<file path="config.mk">
export PLATFORM = sky130hd
export DESIGN_NAME = burst_addr_seq
export DESIGN_NICKNAME = d
export VERILOG_FILES = /design/src/rtl/burst_pkg.sv /design/src/rtl/seq_ctrl.sv /design/src/rtl/seq_dpath.sv /design/src/rtl/burst_addr_seq.sv
export SDC_FILE = /design/constraint.sdc
export NUM_CORES = 1
export LEC_CHECK = 0
export ABC_AREA = 1
export BUFFER_PORTS_ARGS = -buffer_cell sky130_fd_sc_hd__buf_4
export CAP_MARGIN = 20
export CORE_UTILIZATION = 46
export CTS_CLUSTER_DIAMETER = 80
export DETAILED_ROUTE_END_ITERATION = 16
export GPL_ROUTABILITY_DRIVEN = 0
export PLACE_DENSITY = 0.82
export SLEW_MARGIN = 40
export SYNTH_ARGS = -nofsm -noshare
export SYNTH_HDL_FRONTEND = slang
export SYNTH_SLANG_ARGS = --single-unit
export TNS_END_PERCENT = 30
</file>
<file path="constraint.sdc">
create_clock -name clk -period 1.3 [get_ports clk]
set_input_delay 0.325 -clock clk [delete_from_list [all_inputs] [get_ports clk]]
set_output_delay 0.325 -clock clk [all_outputs]
set_load 0.05 [all_outputs]
</file>
<file path="src/rtl/burst_pkg.sv">
package burst_pkg;
  // Strobes from the control decode to the address datapath
  typedef struct packed {
    logic load;
    logic step;
  } seq_ctl_t;
endpackage

</file>
<file path="src/rtl/seq_ctrl.sv">
module seq_ctrl
  import burst_pkg::*;
(
  input  logic     loadEn,
  input  logic     advanceN,
  output seq_ctl_t ctl
);
  // Load has priority; a step happens only without a load
  always_comb begin
    ctl.load = loadEn;
    ctl.step = !loadEn && !advanceN;
  end
endmodule

</file>
<file path="src/rtl/seq_dpath.sv">
module seq_dpath
  import burst_pkg::*;
#(
  parameter int ADDR_W = 16,
  parameter int BEAT_W = 2
) (
  input  logic              clk,
  input  logic              rstN,
  input  seq_ctl_t          ctl,
  input  logic [ADDR_W-1:0] loadAddr,
  input  logic              modeInterleave,
  output logic [ADDR_W-1:0] curAddr
);
  localparam logic [BEAT_W-1:0] BEAT_ONE = BEAT_W'(1);

  logic [ADDR_W-1:0] baseQ;
  logic [BEAT_W-1:0] beatQ;
  logic [BEAT_W-1:0] lowLin;
  logic [BEAT_W-1:0] lowIlv;

  always_ff @(posedge clk or negedge rstN) begin
    if (!rstN) begin
      baseQ <= '0;
      beatQ <= '0;
    end else if (ctl.load) begin
      baseQ <= loadAddr;
      beatQ <= '0;
    end else if (ctl.step) begin
      beatQ <= beatQ + BEAT_ONE;
    end
  end

  always_comb begin
    lowLin  = baseQ[BEAT_W-1:0] + beatQ;
    lowIlv  = baseQ[BEAT_W-1:0] ^ beatQ;
    curAddr = {baseQ[ADDR_W-1:BEAT_W], (modeInterleave ? lowIlv : lowLin)};
  end

  // a load captures the address and restarts the beat index
  p_load_restart_r2: assert property (@(posedge clk) disable iff (!rstN)
    ctl.load |=> (baseQ == $past(loadAddr)) && (beatQ == '0));

  // a step moves the beat index by exactly one
  p_step_one_r3: assert property (@(posedge clk) disable iff (!rstN)
    ctl.step |=> beatQ == BEAT_W'($past(beatQ) + BEAT_ONE));

  // no strobe, no state change
  p_hold_still_r5: assert property (@(posedge clk) disable iff (!rstN)
    (!ctl.load && !ctl.step) |=> ($stable(beatQ) && $stable(baseQ)));

  // upper address bits only move on a load
  p_upper_fixed_r6: assert property (@(posedge clk) disable iff (!rstN)
    !ctl.load |=> $stable(curAddr[ADDR_W-1:BEAT_W]));
endmodule

</file>
<file path="src/rtl/burst_addr_seq.sv">
module burst_addr_seq
  import burst_pkg::*;
#(
  parameter int ADDR_W = 16,
  parameter int BEAT_W = 2
) (
  input  logic              clk,
  input  logic              rstN,
  input  logic              loadEn,
  input  logic [ADDR_W-1:0] loadAddr,
  input  logic              advanceN,
  input  logic              modeInterleave,
  output logic [ADDR_W-1:0] curAddr
);
  seq_ctl_t ctl;

  seq_ctrl u_ctrl (
    .loadEn   (loadEn),
    .advanceN (advanceN),
    .ctl      (ctl)
  );

  seq_dpath #(.ADDR_W(ADDR_W), .BEAT_W(BEAT_W)) u_dpath (
    .clk            (clk),
    .rstN           (rstN),
    .ctl            (ctl),
    .loadAddr       (loadAddr),
    .modeInterleave (modeInterleave),
    .curAddr        (curAddr)
  );
endmodule

</file>
==> impl_metrics.tcl <==
set metrics [dict create \
    finClkSkew_ns 0.0000601 \
    antenna_found_initial 0 \
    violations "setup timing" \
    syn_avg_cell_area_um2 8.44 \
    die_h_um 46.1 \
    yosysWarningCount 0 \
    worstMarginPinSlew_ns 0.218 \
    post-route-min-period_ns 1.69 \
    vias 709 \
    grt_usage_pct 15.7 \
    hold_path.class "in2reg" \
    synthDistinctLibCells 15 \
    drc 0 \
    synth_cells 106 \
    wl_um 1590 \
    first_global_vias 591 \
    clkSlewWorstSetupHoldPaths_ns 0.09 \
    seq_area_frac_synth_pct 50.3 \
    layout-drive-gt1-share_pct 38.3 \
    dp_hpwl_um 1130 \
    num_rows 15 \
    pre_cts_slack_ns -0.0994 \
    wl_per_cell_um 10.0 \
    setup_viol 2 \
    critPathKind "reg2out" \
    hold_viol 0 \
    power_density_nw_per_um2 1230 \
    cp-end-kind "output port" \
    final_core_util_pct 64.5 \
    die_w_um 46.1 \
    diodes 0 \
    critPathBufInv 3 \
    post-route-period-util_pct 130 \
    rsz0062_at_grt "true" \
    ctsRootBufferMaster "clkbuf_4" \
    syn_to_final_growth_pct 28.5 \
    cp-start-kind "register" \
    syn-num-nets 128 \
    clk_latency_ns 0.28 \
    via_per_inst 4.49 \
    outcome "finished with violations" \
    leakage_nw 0.636 \
    clock-sinks 18 \
    grt_max_degree 19 \
    ys_ff_latch 18 \
    path_cells "ha_4 > inv_1 > nor2_1 > nand3_1 > nand2_2 > clkinvlp_4 > buf_6" \
    arrival_ns 1.36 \
    crit_required_ns 0.98 \
    ant_nets 0 \
    numCtsBuffers 3 \
    grt_pass1_wl_um 2350 \
    max_freq_mhz 593 \
    dieArea_um2 2130 \
    syn_area_um2 895 \
    core-area_um2 1780 \
    clock_path_buffers 2 \
    setup_ws_ns -0.386 \
    cp_max_fo 2 \
    drtIter0Drc 11 \
    io_pins 37 \
    crit_family "flip-flops" \
    h-tree-depth 1 \
    initial_core_util_pct 50.2 \
    buffer_ports.inserted 36 \
    layout.nets 156 \
    slew_violations 0 \
    slowest_delay_ns 0.41 \
    slowest_stage "dfrtp_1" \
    grt-ovfl-total 0 \
    max_slew_margin_pct 85.5 \
    drv_cap 0 \
    cts_tree "done" \
    drt_pass1_iterations 4 \
    vdd_ir_drop_max_v 0.000906 \
]
[cells by family after synthesis]
logic type / after synthesis / share of synthesized area (%)
AO/OA/AOI/OAI: 3 / 1.68
adder cells (fa/ha/maj): 1 / 1.40
buffers and inverters: 24 / 20.0
flip-flops: 18 / 50.3
AND/OR/NAND/NOR: 60 / 26.6
[cells in the final DEF, fill, tap and decap left out, drive strengths merged]
cell type,netlist,final
a21oi,1,1
buf,16,39
clkbuf,1,4
clkinvlp,0,1
dfrtp,18,18
dlygate4sd3,0,1
ha,1,1
inv,7,6
nand2,54,54
nand3,2,2
nor2,4,4
o21ai,2,2
[path summary, 6_finish.rpt]
check,startpoint,to,slack [ns],cells after the start
setup / recovery,u_dpath.beatQ[0],curAddr[1],-0.39,7
hold / removal,advanceN,u_dpath.beatQ[0],0.22,2
setup reg to reg,u_dpath.beatQ[0],u_dpath.beatQ[1],0.25,6
hold reg to reg,u_dpath.baseQ[12],u_dpath.baseQ[12],0.48,2
max in group asynchronous,rstN,u_dpath.baseQ[6],0.68,2
min in group asynchronous,rstN,u_dpath.baseQ[0],0.44,2
[registers in the layout, summed over array words and instances, names as in the netlist]
signal,cells
u_dpath.baseQ,16
u_dpath.beatQ,2
[power breakdown]
group | internal (mW) | switching (mW)
combinational | 0.162 | 0.279
clock | 0.170 | 0.159
sequential | 0.608 | 0.0324
[worst register-to-register path: stages, from the launching register on]
cell and delay [ns]:
dfrtp_1 0.42, buf_4 0.14, buf_4 0.11, inv_1 0.08, nor2_1 0.06, nor2_1 0.09, nor2_1 0.05
[timing repair]
action | CTS | global route
hold buffers | 1 | 0
setup endpoints to repair | 2 | 2
setup buffers | 1 | 2
pin swaps | 1 | 0
gates resized for setup | 3 | 2
hold endpoints to repair | 18 | 0
[per-layer routing]
layer,wire (µm),track usage [%]
met3,35,2.35
met4,0,8.82
met2,918,28.7
met1,630,17.1
met5,0,0
[cells in the mapped netlist]
cell type / instances / share of area, %
nand2_1: 50 / 21
o21ai_0: 1 / 0.56
nand3_1: 2 / 1.1
nand2_2: 4 / 2.8
buf_4: 14 / 12
inv_8: 1 / 1.3
inv_1: 6 / 2.5
buf_6: 1 / 1.3
nor2_1: 4 / 1.7
buf_8: 1 / 1.7
ha_1: 1 / 1.4
clkbuf_8: 1 / 1.5
dfrtp_1: 18 / 50
o21ai_1: 1 / 0.56
a21oi_1: 1 / 0.56
[through the flow]
stage	hold WS [ns]	area, µm²	instances	power [mW]	TNS (ns)
after global routing	0.201	1150	158	1.50	-0.690
after detailed placement	0.200	1060	150	1.06	-0.0994
after CTS	0.215	1120	156	1.41	-0.576
final	0.225	1150	158	1.41	-0.531
after floorplan	0.0294	901	106	0.979	-0.0282
after global placement	0.201	1060	150	1.05	-0.0481
[cell type report]
| class | instances | area (µm²) |
|---|---|---|
| flip-flops and latches | 18 | 450 |
| well taps | 25 | 31.3 |
| fillers | 166 | 633 |
| multi-input cells | 64 | 280 |
| inverters | 7 | 37.5 |
| clock buffers | 4 | 36.3 |
| repair buffers | 40 | 314 |
(Power assumes the default switching activity.)
